$ cat src/rtl/board_ctl_pkg.sv
package board_ctl_pkg;

    localparam int BYTE_W = 8;
    localparam int NIB_W  = 4;
    localparam logic [NIB_W-1:0] NIB_ONES = '1;

    typedef enum logic [1:0] {
        SEL_GEN_A = 2'd0,
        SEL_SWUART = 2'd1,
        SEL_GEN_B = 2'd2,
        SEL_CMD    = 2'd3
    } reg_sel_e;

endpackage

$ cat src/rtl/bctl_addr_decode.sv
module bctl_addr_decode
    import board_ctl_pkg::*;
#(
    parameter int ADDR_W  = 12,
    parameter int OFS_A   = 0,
    parameter int OFS_SW  = 2,
    parameter int OFS_B   = 4,
    parameter int OFS_CMD = 6
) (
    input  logic [ADDR_W-1:0] addr,
    output logic              hit,
    output reg_sel_e          sel
);
    always_comb begin
        hit = 1'b1;
        sel = SEL_GEN_A;
        if (addr == ADDR_W'(OFS_A))        sel = SEL_GEN_A;
        else if (addr == ADDR_W'(OFS_SW))  sel = SEL_SWUART;
        else if (addr == ADDR_W'(OFS_B))   sel = SEL_GEN_B;
        else if (addr == ADDR_W'(OFS_CMD)) sel = SEL_CMD;
        else                               hit = 1'b0;
    end
endmodule

$ cat src/rtl/bctl_cmd_decode.sv
module bctl_cmd_decode
    import board_ctl_pkg::*;
#(
    parameter int N_CTL = 10
) (
    input  logic [BYTE_W-1:0] cmd,
    output logic              upd,
    output logic              set_not_clr,
    output logic [N_CTL-1:0]  mask
);
    logic [NIB_W-1:0] hi_nib, lo_nib, idx;
    logic set_ok, clr_ok;

    always_comb begin
        hi_nib      = cmd[BYTE_W-1:NIB_W];
        lo_nib      = cmd[NIB_W-1:0];
        set_ok      = (lo_nib == NIB_ONES) && (int'(hi_nib) < N_CTL);
        clr_ok      = (hi_nib == NIB_ONES) && (int'(lo_nib) < N_CTL);
        upd         = set_ok || clr_ok;
        set_not_clr = set_ok;
        idx         = set_ok ? hi_nib : lo_nib;
    end

    for (genvar i = 0; i < N_CTL; i++) begin : g_mask
        assign mask[i] = (int'(idx) == i);
    end
endmodule

$ cat src/rtl/bctl_rd_mux.sv
module bctl_rd_mux
    import board_ctl_pkg::*;
#(
    parameter logic [BYTE_W-1:0] VERSION = 8'hA3
) (
    input  logic              hit,
    input  reg_sel_e          sel,
    input  logic [BYTE_W-1:0] gen_a,
    input  logic [BYTE_W-1:0] sw,
    input  logic [BYTE_W-1:0] gen_b,
    output logic [BYTE_W-1:0] dout
);
    always_comb begin
        dout = '0;
        if (hit) begin
            unique case (sel)
                SEL_GEN_A:  dout = gen_a;
                SEL_SWUART: dout = sw;
                SEL_GEN_B:  dout = gen_b;
                SEL_CMD:    dout = VERSION;
                default:    dout = '0;
            endcase
        end
    end
endmodule

$ cat src/rtl/board_ctl_regs.sv
module board_ctl_regs
    import board_ctl_pkg::*;
#(
    parameter int                ADDR_W   = 12,
    parameter int                N_CTL    = 10,
    parameter logic [N_CTL-1:0]  CTL_INIT = 10'h287,
    parameter logic [BYTE_W-1:0] VERSION  = 8'hA3,
    parameter int                OFS_A    = 0,
    parameter int                OFS_SW   = 2,
    parameter int                OFS_B    = 4,
    parameter int                OFS_CMD  = 6
) (
    input  logic              clk,
    input  logic              rst_n,
    input  logic              cs,
    input  logic              wr_en,
    input  logic              rd_en,
    input  logic [ADDR_W-1:0] addr,
    input  logic [BYTE_W-1:0] wdata,
    input  logic [BYTE_W-1:0] sw_in,
    output logic [BYTE_W-1:0] rdata,
    output logic [N_CTL-1:0]  ctl_out,
    output logic [BYTE_W-1:0] reg_a_out,
    output logic [BYTE_W-1:0] reg_b_out,
    output logic [BYTE_W-1:0] uart_cfg
);
    typedef struct packed {
        logic [N_CTL-1:0]  ctl;
        logic [BYTE_W-1:0] gen_a;
        logic [BYTE_W-1:0] gen_b;
        logic [BYTE_W-1:0] uart;
        logic [BYTE_W-1:0] rdat;
    } state_t;

    localparam state_t STATE_RST = '{ctl: CTL_INIT, gen_a: '0, gen_b: '0,
                                     uart: '0, rdat: '0};

    state_t st_d, st_q;

    logic              hit;
    reg_sel_e          sel;
    logic              cmd_upd, cmd_set;
    logic [N_CTL-1:0]  cmd_mask;
    logic [BYTE_W-1:0] mux_out;

    bctl_addr_decode #(
        .ADDR_W(ADDR_W), .OFS_A(OFS_A), .OFS_SW(OFS_SW),
        .OFS_B(OFS_B), .OFS_CMD(OFS_CMD)
    ) u_dec (
        .addr(addr), .hit(hit), .sel(sel)
    );

    bctl_cmd_decode #(.N_CTL(N_CTL)) u_cmd (
        .cmd(wdata), .upd(cmd_upd), .set_not_clr(cmd_set), .mask(cmd_mask)
    );

    bctl_rd_mux #(.VERSION(VERSION)) u_rmux (
        .hit(hit), .sel(sel), .gen_a(st_q.gen_a), .sw(sw_in),
        .gen_b(st_q.gen_b), .dout(mux_out)
    );

    always_comb begin
        st_d      = st_q;
        st_d.rdat = (cs && rd_en) ? mux_out : '0;
        if (cs && wr_en && hit) begin
            unique case (sel)
                SEL_GEN_A:  st_d.gen_a = wdata;
                SEL_SWUART: st_d.uart  = wdata;
                SEL_GEN_B:  st_d.gen_b = wdata;
                SEL_CMD: begin
                    if (cmd_upd) begin
                        st_d.ctl = cmd_set ? (st_q.ctl | cmd_mask)
                                           : (st_q.ctl & ~cmd_mask);
                    end
                end
                default: st_d = st_q;
            endcase
        end
    end

    always_ff @(posedge clk) begin
        if (!rst_n) st_q <= STATE_RST;
        else        st_q <= st_d;
    end

    assign rdata     = st_q.rdat;
    assign ctl_out   = st_q.ctl;
    assign reg_a_out = st_q.gen_a;
    assign reg_b_out = st_q.gen_b;
    assign uart_cfg  = st_q.uart;
endmodule

$ cat config.mk
export PLATFORM = sky130hd
export DESIGN_NAME = board_ctl_regs
export DESIGN_NICKNAME = d
export VERILOG_FILES = /design/src/rtl/board_ctl_pkg.sv /design/src/rtl/bctl_addr_decode.sv /design/src/rtl/bctl_cmd_decode.sv /design/src/rtl/bctl_rd_mux.sv /design/src/rtl/board_ctl_regs.sv
export SDC_FILE = /design/constraint.sdc
export NUM_CORES = 1
export LEC_CHECK = 0
export BUFFER_PORTS_ARGS = -buffer_cell sky130_fd_sc_hd__buf_2
export CORE_MARGIN = 5
export CORE_UTILIZATION = 25
export DETAILED_ROUTE_END_ITERATION = 8
export GPL_TIMING_DRIVEN = 1
export PLACE_DENSITY = 0.5
export SYNTH_ARGS = -nofsm -noshare
export SYNTH_HDL_FRONTEND = slang
export SYNTH_SLANG_ARGS = --single-unit
$ cat constraint.sdc
create_clock -name clk -period 3.4 [get_ports clk]
set_clock_uncertainty 0.1 [all_clocks]
set_input_delay 0.85 -clock clk [delete_from_list [all_inputs] [get_ports clk]]
set_output_delay 0.85 -clock clk [all_outputs]
set_load 0.005 [all_outputs]
== Yosys cells after proc, flatten, opt, wreduce, memory -nomap -nowiden ==
Index checks and enable logic that the tools add are counted.
Widths: inputs -> output; s select.

* Logic and storage cells: 53
* Register bits: 42
* Output and inout port bits: 42
* Bits of input ports: 33

* Order comparisons: 2
* Bitwise operators: 3
* Reductions and logical operators: 13
* Equal/unequal tests: 17
* Multiplexer cells: 13

{| class="wikitable"
|+ Operators by type and width
! cell !! count
|-
| $eq 4x4->1 const B || 8
|-
| $pmux 8 s4 || 1
|-
| $eq 12x3->1 const B || 2
|-
| $mux 8 || 2
|-
| $eq 12x2->1 const B || 1
|-
| $logic_not 12->1 || 1
|-
| $and 10x10->10 || 1
|-
| $mux 10 || 1
|-
| $not 10->10 || 1
|-
| $or 10x10->10 || 1
|-
| $eq 4x3->1 const B || 2
|-
| $lt 4x4->1 const B || 2
|-
| $mux 2 || 4
|-
| $reduce_and 2->1 || 3
|-
| $logic_and 1x1->1 || 5
|-
| $eq 2x2->1 const B || 2
|-
| $eq 4x2->1 const B || 1
|-
| $logic_not 4->1 || 1
|-
| $mux 1 || 4
|-
| $mux 4 || 1
|-
| $reduce_and 3->1 || 1
|-
| $eq 2x1->1 const B || 1
|-
| $logic_not 2->1 || 1
|-
| $logic_or 1x1->1 || 1
|}

== Logic depth before layout (Yosys ltp) ==
Gate-level depths: netlist of run 1.

* Word-level depth: 9
* Depth in mapped cells: 7
* Mapped depth without buffers: 5

== Cells and area by module ==
Synthesis of run 1 repeated with hierarchy kept, for this count alone.

* Cell total of the unflattened synthesis: 241
* Area total of the unflattened synthesis: 2170.8 um^2

{| class="wikitable"
|+ Modules (own cells, without submodules)
! module !! times used !! area each (um^2) !! sequential area each (um^2) !! cells an instance
|-
| board_ctl_regs || 1 || 1590.3 || 840.8 || 159
|-
| bctl_cmd_decode || 1 || 287.8 || 0.0 || 48
|-
| bctl_rd_mux || 1 || 230.2 || 0.0 || 27
|-
| bctl_addr_decode || 1 || 62.6 || 0.0 || 7
|}

== Least setup slack after synthesis of run 1 ==
Ideal clock, no wire load.

* Path type: input port to flip-flop
* From: input addr[9]
* To: register st_q (netlist bit uart_cfg[6])
* Library setup time: 0.116 ns
* Slack: 0.859 ns
* Stages: 7
* Path buffers: 2
* Arrival: 2.325 ns
* Data required time: 3.184 ns
* Cell sequence: nor4_4 -> nand4_1 -> buf_2 -> nor3b_4 -> buf_2 -> nor2_1 -> a31o_2

* Word-level cells in the longest chain between the ends: 7
* Elaborated cells on any way between the ends: 15
* Those cells by class: eq/ne: 4; mux: 8; reduce/logical: 3

{| class="wikitable"
|+ Ends and longest elaborated chain
! what !! line !! RTL
|-
| start, declared || board_ctl_regs.sv:18 || <nowiki>input logic [ADDR_W-1:0] addr,</nowiki>
|-
| $eq 12x3->1 || bctl_addr_decode.sv:20 || <nowiki>else if (addr == ADDR_W'(OFS_CMD)) sel = SEL_CMD;</nowiki>
|-
| $mux 2 / $mux 1 (equally long branches) || bctl_addr_decode.sv:20 ||
|-
| $mux 2 / $mux 1 (equally long branches) || bctl_addr_decode.sv:19 || <nowiki>else if (addr == ADDR_W'(OFS_B)) sel = SEL_GEN_B;</nowiki>
|-
| $mux 2 / $mux 1 (equally long branches) || bctl_addr_decode.sv:18 || <nowiki>else if (addr == ADDR_W'(OFS_SW)) sel = SEL_SWUART;</nowiki>
|-
| $mux 2 / $mux 1 (equally long branches) || bctl_addr_decode.sv:17 || <nowiki>if (addr == ADDR_W'(OFS_A)) sel = SEL_GEN_A;</nowiki>
|-
| $eq 2x1->1 / $logic_and 1x1->1 (equally long branches) || board_ctl_regs.sv:66, board_ctl_regs.sv:65 ||
|-
| $reduce_and 2->1 (no line) * || -- ||
|-
| end signal, assigned || board_ctl_regs.sv:83 || <nowiki>else st_q <= st_d;</nowiki>
|-
| end, declared || board_ctl_regs.sv:38 || <nowiki>state_t st_d, st_q;</nowiki>
|}

Every way passes the cells marked *; elsewhere a longest branch is shown, timed or not.
A chain may end at the register's enable or synchronous reset.

== Worst setup path in the final report of run 1 ==
* From: input addr[7]
* To: register st_q (netlist bit reg_b_out[1])

* Word-level cells in the longest chain between the ends: 7
* Elaborated cells on any way between the ends: 15
* Those cells by class: eq/ne: 4; mux: 8; reduce/logical: 3

{| class="wikitable"
|+ Ends and longest elaborated chain
! what !! line
|-
| $eq 12x3->1 || bctl_addr_decode.sv:20
|-
| $mux 2 / $mux 1 (equally long branches) || bctl_addr_decode.sv:20
|-
| $mux 2 / $mux 1 (equally long branches) || bctl_addr_decode.sv:19
|-
| $mux 2 / $mux 1 (equally long branches) || bctl_addr_decode.sv:18
|-
| $mux 2 / $mux 1 (equally long branches) || bctl_addr_decode.sv:17
|-
| $eq 2x2->1 / $logic_and 1x1->1 (equally long branches) || board_ctl_regs.sv:66, board_ctl_regs.sv:65
|-
| $reduce_and 2->1 (no line) * || --
|}

Marked as above.

==> impl_metrics.py, run 1 <==
metrics = {
    "outcome": {
        "outcome": "finished clean",
    },
    "timing": {
        "fin_crit_ns": 2.53,
        "finalSetupTns_ns": 0,
        "maxSlewViolCount": 0,
        "hold_violations": 0,
        "rsz0062_at_grt": "false",
        "fin_ws_ns": 0.867,
        "finalSetupViolCount": 0,
        "max_slew.worst_pin.slew_ns": 0.701,
        "slew_headroom": 0.529,
        "max_freq_mhz": 395,
        "timing.hold.ws_ns": 0.365,
        "min_period_over_period": 0.745,
    },
    "grt": {
        "grt_pass1_wl_um": 8910,
        "grt_util_all_layers": 0.112,
        "grt_max_degree": 27,
        "grt_pass1_vias": 1727,
        "antenna_found_initial": 0,
        "overflow": 0,
    },
    "critical_path": {
        "worstPathRequired_ns": 3.49,
        "r2r-start": "reg_a_out[2]",
        "cp.depth": 6,
        "worstPathArrival_ns": 2.62,
        "start_kind": "input pin",
        "reg2reg_depth": 3,
        "cp.buffers_inverters": 1,
        "cp-startpoint": "addr[7]",
        "criticalPathCategory": "input pin to register",
        "crit_path_top_delay_cell": "nor4_4",
        "crit_chain": "buf_2, nor4_4, nand4_4, nor4_4, mux2i_1, nor2b_1",
        "cp-end-kind": "register",
        "timing.critical_path.mode_cell": "nor4_4",
        "crit_family": "simple AND/OR/NAND/NOR gates",
        "max_stage_delay_ns": 0.66,
        "worst-path-max-fanout": 9,
    },
    "logic_synthesis": {
        "ys.warnings.count": 0,
        "ys_types": 38,
        "synth_edf_count": 0,
        "netlist_area_mm2": 0.00204,
        "ys_seq_area_frac": 0.411,
        "synth_fp_nets": 244,
        "synth-seq-cells": 42,
        "syn_avg_cell_area_um2": 9.69,
        "async_flop_share": 0,
        "synth_ff_type": "dfxtp_1",
        "synthCells": 211,
    },
    "cts": {
        "post_cts_resized": 0,
        "clock_latency_ns": 0.29,
        "cts_hold_buffers": 0,
        "cts_buffer_depth": 2,
        "htreeDepth": 2,
        "path_clk_slew_ns": 0.08,
        "root_buffer": "clkbuf_8",
        "cts_setup_buffers": 0,
        "clkSinkCount": 42,
        "cts_made_buffers": 5,
        "tritoncts": "yes",
    },
    "routing": {
        "via_count": 1777,
        "drt_iter0_drc": 62,
        "avgViaCountPerCell": 4.56,
        "wl_per_cell_um": 14.3,
        "ant_nets": 0,
        "firstDrtPassIters": 4,
        "drc": 0,
        "wl_um": 5570,
    },
    "power": {
        "ir_drop_v": 0.000145,
        "p_per_area_mw_per_mm2": 364,
        "leakage_nw": 1.12,
        "total_power_mw": 0.963,
    },
    "cells_and_area": {
        "finalNonFillerCells": 390,
        "num_antenna_cells": 0,
        "syn2layout_area_growth_pct": 29.3,
        "final_area_mm2": 0.00264,
        "drive_gt1_frac": 0.375,
        "nets": 317,
        "fillers": 880,
        "final_util": 0.327,
    },
    "place": {
        "place_inst": 382,
        "dp_slack_ns": 0.528,
        "gp_congestion": 0.749,
        "place_hpwl_um": 4290,
        "dpl_cell_area_mm2": 0.00253,
        "place.port_buffers": 74,
    },
    "die": {
        "die_area_mm2": 0.0101,
        "ioPinCount": 75,
        "core_area_mm2": 0.00809,
        "initial_core_util": 0.253,
        "fp.dieH_um": 100,
        "die_w_um": 100,
        "row_count": 33,
    },
    "flow_run": {
        "maxCapViolCount": 0,
    },
    "worst_hold_path": {
        "min_delay_path_depth": 2,
        "hold_class": "register to register",
    },
}
layout make-up:
class	count	area, µm²	share of cell area
multi-input cells	154	1140	0.433
flip-flops and latches	42	841	0.318
repair buffers	78	400	0.152
well taps	105	131	0.0497
clock buffers	5	68.8	0.0260
clock inverters	3	45.0	0.0170
inverters	3	11.3	0.00426
cells by family after synthesis:
group | after synthesis | synth area share
compound gates | 38 | 0.144
buf+inv | 15 | 0.0288
flops | 42 | 0.411
mux | 31 | 0.152
simple gates | 85 | 0.264
cells in the mapped netlist (2+ instances only):
cell       count  share of area
nor2b_1       18          0.055
clkbuf_1      10          0.018
and4_1         2         0.0086
o21ai_0        4         0.0098
nand3_1        4         0.0098
o22ai_1        3         0.0092
nor2_1        14          0.026
o21a_1         3          0.011
dfxtp_1       42           0.41
a2111oi_2      3          0.022
mux2i_1       30           0.15
nor4_4         4          0.042
a211oi_1       4          0.015
a31oi_1        3         0.0092
a31o_2         7          0.030
nand2_1       26          0.048
buf_2          2         0.0049
nand4_1        2         0.0061
a21oi_1        5          0.012
nand2b_1       5          0.015
inv_1          3         0.0055
tightest hold or removal path: cells and delay by family (launching register included):
kind          cells  cell delay (ns)
mux               1             0.06
flops             1             0.31
simple gates      1             0.05
path summary, 6_finish.rpt:
kind	end	slack, ns
worst min register to register	register	0.36
worst min-delay path	register	0.36
worst max register to register	rdata[2]	2.41
worst max-delay path	reg_b_out[1]	0.87
cells in the final DEF, fill, tap and decap left out, types with 2 or more instances in the layout:
cell type   count
buf_2          74
dfxtp_1        42
mux2i_1        30
nand2_1        26
nor2b_1        18
nor2_1         14
a31o_2          7
nand2b_1        5
a21oi_1         5
clkbuf_8        5
nor4_4          4
nand3_1         4
o21ai_0         4
a211oi_1        4
buf_4           4
o21a_1          3
inv_1           3
a2111oi_2       3
a31oi_1         3
o22ai_1         3
nand4_1         2
and4_1          2
clkinvlp_4      2
power by group:
group	internal, mW	leakage (nW)	total, mW	switching (mW)
Combinational	0.0263	0.735	0.0705	0.0443
Clock	0.219	0.0504	0.401	0.182
Sequential	0.491	0.338	0.491	0.00000775
Total	0.736	1.12	0.963	0.226
metal layers:
metal | GRT usage | vias up | share of wire
met2 | 0.170 | 50 | 0.45
met1 | 0.150 | 819 | 0.48
met4 | 0.0383 | 0 | 0.012
met5 | 0 | - | 0
li1 | - | 902 | -
met3 | 0.0341 | 6 | 0.059
Power figures use the tool's default switching activity.
==> inputs of run 2 (changes only) <==
--- a/config.mk
+++ b/config.mk
@@ -5,6 +5,7 @@
 export SDC_FILE = /design/constraint.sdc
 export NUM_CORES = 1
 export LEC_CHECK = 0
+export ABC_AREA = 1
 export BUFFER_PORTS_ARGS = -buffer_cell sky130_fd_sc_hd__buf_2
 export CORE_MARGIN = 5
 export CORE_UTILIZATION = 25
==> constraint.sdc (replaced) <==
create_clock -name clk -period 2.45 [get_ports clk]
set_clock_uncertainty 0.1 [all_clocks]
set_input_delay 0.6125 -clock clk [delete_from_list [all_inputs] [get_ports clk]]
set_output_delay 0.6125 -clock clk [all_outputs]
set_load 0.005 [all_outputs]
==> run 2 against run 1 <==
Net effect: count of clock-buffer cells in the layout unchanged; via count is 20% higher; sequential share of layout area grew 0.44 points; critical path type unchanged; non-clock buffer count grew 2; flip-flop and latch count unchanged; global-route usage grew 1.3 points.
==> impl_metrics.py, run 2 <==
metrics = {
    "place": {
        "place_hpwl_um": 4760,
        "dpl_cell_area_mm2": 0.00252,
        "place.port_buffers": 74,
        "gp_congestion": 0.852,
    },
    "die": {
        "initial_core_util": 0.258,
        "ioPinCount": 75,
        "core_area_mm2": 0.00781,
        "fp.dieH_um": 99.9,
        "row_count": 32,
        "die_area_mm2": 0.00997,
        "die_w_um": 99.9,
    },
    "routing": {
        "drc": 0,
        "wl_met3_um": 470,
        "wl_met1_um": 2860,
        "ant_nets": 0,
        "avgViaCountPerCell": 4.44,
        "firstDrtPassIters": 4,
        "wl_per_cell_um": 12.5,
        "wl_met2_um": 2560,
        "top_layer": "met4",
        "drt_iter0_drc": 121,
        "via_count": 2131,
        "wl_um": 5990,
    },
    "timing": {
        "hold_violations": 0,
        "finalSetupViolCount": 0,
        "rsz0062_at_grt": "false",
        "min_period_over_period": 0.788,
        "slew_headroom": 0.542,
        "max_freq_mhz": 518,
        "finalSetupTns_ns": 0,
        "fin_crit_ns": 1.93,
        "max_slew.worst_pin.slew_ns": 0.686,
        "maxSlewViolCount": 0,
    },
    "cts": {
        "clkSinkCount": 42,
        "cts_setup_buffers": 0,
        "htreeDepth": 2,
        "post_cts_resized": 0,
        "cts_hold_buffers": 0,
        "tritoncts": "yes",
        "cts_buffer_depth": 2,
        "cts_made_buffers": 5,
        "clock_latency_ns": 0.30,
        "root_buffer": "clkbuf_8",
        "path_clk_slew_ns": 0.08,
    },
    "power": {
        "ir_drop_v": 0.000211,
        "p_per_area_mw_per_mm2": 474,
        "leakage_nw": 1.22,
    },
    "critical_path": {
        "r2r_setup_slack_ns": 1.47,
        "r2r-start": "reg_b_out[5]",
        "criticalPathCategory": "input pin to register",
        "cp-end-kind": "register",
        "start_kind": "input pin",
        "worstPathRequired_ns": 2.54,
        "worstPathArrival_ns": 2.02,
        "reg2reg_depth": 3,
        "r2r-end": "rdata[5]",
        "worst-path-max-fanout": 16,
    },
    "logic_synthesis": {
        "synth_area_leaders": "dfxtp_1 (42%), nand2_1 (17%), nand3_1 (7.7%)",
        "synth-seq-cells": 42,
        "ys_seq_area_frac": 0.417,
        "synth_common_cells": "nand2_1 (93), dfxtp_1 (42), nor2_1 (38), nand3_1 (31), a21oi_1 (25)",
        "async_flop_share": 0,
        "ys_types": 27,
        "yosysMostFrequentCell": "nand2_1",
        "ys.warnings.count": 0,
        "yosys.area.top_type": "dfxtp_1",
        "synth_top_area_frac": 0.417,
        "synth_edf_count": 0,
        "synthCells": 298,
        "synth_fp_nets": 331,
        "netlist_area_mm2": 0.00202,
        "synth_ff_type": "dfxtp_1",
        "syn_avg_cell_area_um2": 6.77,
    },
    "cells_and_area": {
        "final_common_cell": "nand2_1",
        "drive_gt1_frac": 0.270,
        "nets": 410,
        "final_area_mm2": 0.00261,
        "syn2layout_area_growth_pct": 29.1,
        "num_antenna_cells": 0,
        "mostFrequentLayoutCells": "nand2_1 (93), buf_2 (74), dfxtp_1 (42)",
    },
    "grt": {
        "grt_pass1_wl_um": 10100,
        "grt_util_all_layers": 0.125,
        "antenna_found_initial": 0,
        "grt_max_degree": 21,
        "overflow": 0,
        "grt_pass1_vias": 2053,
    },
    "outcome": {
        "outcome": "finished clean",
    },
    "flow_run": {
        "maxCapViolCount": 0,
    },
    "worst_hold_path": {
        "hold_class": "register to register",
        "min_delay_path_depth": 2,
    },
}
==> run 2: cell count changes in the layout (fill, tap and decap cells not counted), moves of 5 or more <==
cell | before | now
o21ai_0 | 4 | 9
nor2_1 | 14 | 38
nor2b_1 | 18 | 0
nand3_1 | 4 | 31
inv_1 | 3 | 21
nor3_1 | 0 | 5
mux2i_1 | 30 | 0
a31o_2 | 7 | 0
nand2b_1 | 5 | 0
nand2_1 | 26 | 93
a21oi_1 | 5 | 25
==> run 2: worst max-delay path, stage by stage <==
cell and delay, ns:
buf_2 0.10, nor2_1 0.09, nand2_1 0.10, nor2_4 0.16, buf_4 0.20, nand2_1 0.06
inv_1 0.10, nand4_2 0.32, nor2_1 0.21, nor2_1 0.06
==> run 2: worst max-delay path by stage <==
stage          startpoint            to  slack, ns
2_1_floorplan     addr[9]   uart_cfg[0]       0.60
3_3_place_gp      addr[9]  reg_a_out[7]       0.26
3_5_place_dp     addr[11]  reg_a_out[5]       0.19
4_1_cts          addr[11]  reg_a_out[5]       0.49
5_1_grt           addr[9]  reg_a_out[6]       0.28
6_report         addr[11]  reg_a_out[5]       0.52
==> run 2: logic make-up (layout without fill, tap and decap cells) <==
logic type | after synthesis | after routing | synth area share
AND/OR/NAND/NOR | 180 | 180 | 0.396
AO/OA/AOI/OAI | 44 | 44 | 0.120
flip-flops | 42 | 42 | 0.417
buffers and inverters | 32 | 112 | 0.0670
==> run 2: final cells by class <==
| type | instances | area (µm²) |
|---|---|---|
| multi-input cells | 224 | 1040 |
| repair buffers | 80 | 415 |
| clock inverters | 3 | 21.3 |
| well taps | 102 | 128 |
| fillers | 885 | 5200 |
| flip-flops and latches | 42 | 841 |
| clock buffers | 5 | 68.8 |
| inverters | 24 | 90.1 |
==> run 2: layer usage <==
metal	vias to the layer above	track usage
met3	8	0.0347
met4	0	0.0378
met1	928	0.172
met2	72	0.189
li1	1123	-
met5	-	0
==> run 2: metrics by stage <==
step / instances / util / power [mW] / setup WS (ns) / hold slack, ns
2_1_floorplan: 298 / - / 0.743 / 0.597 / 0.351
3_3_place_gp: 472 / 0.322 / 0.798 / 0.265 / 0.342
3_5_place_dp: 472 / 0.322 / 0.797 / 0.195 / 0.342
4_1_cts: 480 / 0.334 / 1.26 / 0.494 / 0.363
5_1_grt: 480 / 0.334 / 1.30 / 0.276 / 0.386
6_report: 480 / 0.334 / 1.23 / 0.519 / 0.356
==> run 2: report_power, final <==
group	switching, mW	internal, mW	total (mW)
Clock	0.253	0.200	0.453
Combinational	0.0654	0.0337	0.0992
Sequential	0.0000235	0.682	0.682
==> inputs of run 3 (changes only) <==
==> constraint.sdc (replaced) <==
create_clock -name clk -period 1.9 [get_ports clk]
set_clock_uncertainty 0.1 [all_clocks]
set_input_delay 0.475 -clock clk [delete_from_list [all_inputs] [get_ports clk]]
set_output_delay 0.475 -clock clk [all_outputs]
set_load 0.005 [all_outputs]
==> run 3 against run 2 <==
Net effect: final cell count is 2.3% higher; count of clock-buffer cells in the layout increased by 1; first-iteration DRC count down 47%; routed wire length up 6.3%; power increased by 41%.
==> impl_metrics.py, run 3 (synthesis results as in run 2) <==
metrics = {
    "timing": {
        "min_period_over_period": 0.827,
        "max_slew.worst_pin.slew_ns": 0.659,
        "max_freq_mhz": 636,
        "finalSetupTns_ns": 0,
        "rsz0062_at_grt": "false",
        "slew_headroom": 0.560,
        "timing.hold.ws_ns": 0.354,
        "maxSlewViolCount": 0,
        "finalSetupViolCount": 0,
        "hold_violations": 0,
        "fin_crit_ns": 1.57,
    },
    "cts": {
        "root_buffer": "clkbuf_8",
        "clock_latency_ns": 0.30,
        "cts_hold_buffers": 0,
        "cts_setup_buffers": 0,
        "post_cts_resized": 0,
        "clkSinkCount": 42,
        "cts_buffer_depth": 2,
        "path_clk_slew_ns": 0.09,
        "htreeDepth": 2,
        "tritoncts": "yes",
        "cts_made_buffers": 5,
    },
    "cells_and_area": {
        "final_common_cell": "nand2_1",
        "syn2layout_area_growth_pct": 35.5,
        "nets": 421,
        "final_util": 0.350,
        "drive_gt1_frac": 0.288,
        "num_antenna_cells": 0,
        "mostFrequentLayoutCells": "nand2_1 (93), buf_2 (74), dfxtp_1 (42)",
    },
    "die": {
        "fp.dieH_um": 99.9,
        "ioPinCount": 75,
        "core_area_mm2": 0.00781,
        "die_w_um": 99.9,
        "die_area_mm2": 0.00997,
        "row_count": 32,
        "initial_core_util": 0.258,
    },
    "critical_path": {
        "worst-path-max-fanout": 20,
        "criticalPathCategory": "input pin to register",
        "start_kind": "input pin",
        "worstPathArrival_ns": 1.71,
        "cp-end-kind": "register",
        "worstPathRequired_ns": 2.03,
    },
    "outcome": {
        "outcome": "finished clean",
    },
    "routing": {
        "drt_iter0_drc": 64,
        "drc": 0,
        "wl_per_cell_um": 13.0,
        "ant_nets": 0,
        "avgViaCountPerCell": 4.40,
        "wl_um": 6370,
        "firstDrtPassIters": 4,
        "via_count": 2161,
    },
    "flow_run": {
        "maxCapViolCount": 0,
    },
    "place": {
        "gp_congestion": 0.805,
        "place_hpwl_um": 4990,
        "place.port_buffers": 74,
    },
    "grt": {
        "grt_max_degree": 21,
        "grt_pass1_vias": 2088,
        "grt_pass1_wl_um": 10400,
        "grt_util_all_layers": 0.129,
        "antenna_found_initial": 0,
        "overflow": 0,
    },
    "power": {
        "leakage_nw": 1.29,
        "p_per_area_mw_per_mm2": 634,
        "ir_drop_v": 0.000244,
    },
    "worst_hold_path": {
        "hold_class": "register to register",
    },
}
run 3: per-stage QoR:
step | instances | worst slack, ns | total power [mW] | cell area [µm²]
global placement | 483 | 0.0347 | 1.04 | 2620
global route | 491 | 0.162 | 1.81 | 2730
detailed placement | 483 | -0.00730 | 1.04 | 2620
floorplan | 298 | 0.184 | 0.958 | 2020
finish | 491 | 0.328 | 1.73 | 2730
CTS | 491 | 0.316 | 1.76 | 2730
run 3: area by class of cell:
| type | instances | area, µm² |
|---|---|---|
| fillers | 852 | 5070 |
| multi-input cells | 224 | 1040 |
| flip-flops and latches | 42 | 841 |
| repair buffers | 91 | 523 |
| well taps | 102 | 128 |
| inverters | 24 | 90.1 |
| clock buffers | 6 | 72.6 |
| clock inverters | 2 | 37.5 |
run 3: path summary, 6_finish.rpt:
check / from / to / slack, ns / cells past startpoint
hold / removal: register / register / 0.35 / 2
setup reg to reg: reg_b_out[1] / rdata[1] / 0.93 / 3
setup / recovery: addr[0] / register / 0.33 / 9
hold reg to reg: register / register / 0.35 / 2
run 3: per-layer routing:
metal | GRT usage | up-vias | wire length (µm)
met2 | 0.201 | 61 | 2840
met5 | 0 | - | 0
li1 | - | 1144 | -
met3 | 0.0292 | 4 | 401
met4 | 0.0378 | 0 | 70
met1 | 0.179 | 952 | 3050
run 3: power breakdown:
group	internal [mW]	switching, mW	leakage, nW
registers	0.879	0.0000294	0.338
clock network	0.393	0.324	0.0514
logic	0.0514	0.0868	0.900
run 3: critical path, stage by stage:
cell     delay [ns]
buf_2          0.13
inv_1          0.09
nand2_1        0.08
nor2_1         0.11
nand3_1        0.17
nor3_4         0.25
buf_12         0.17
nand3_1        0.07
a21oi_1        0.15
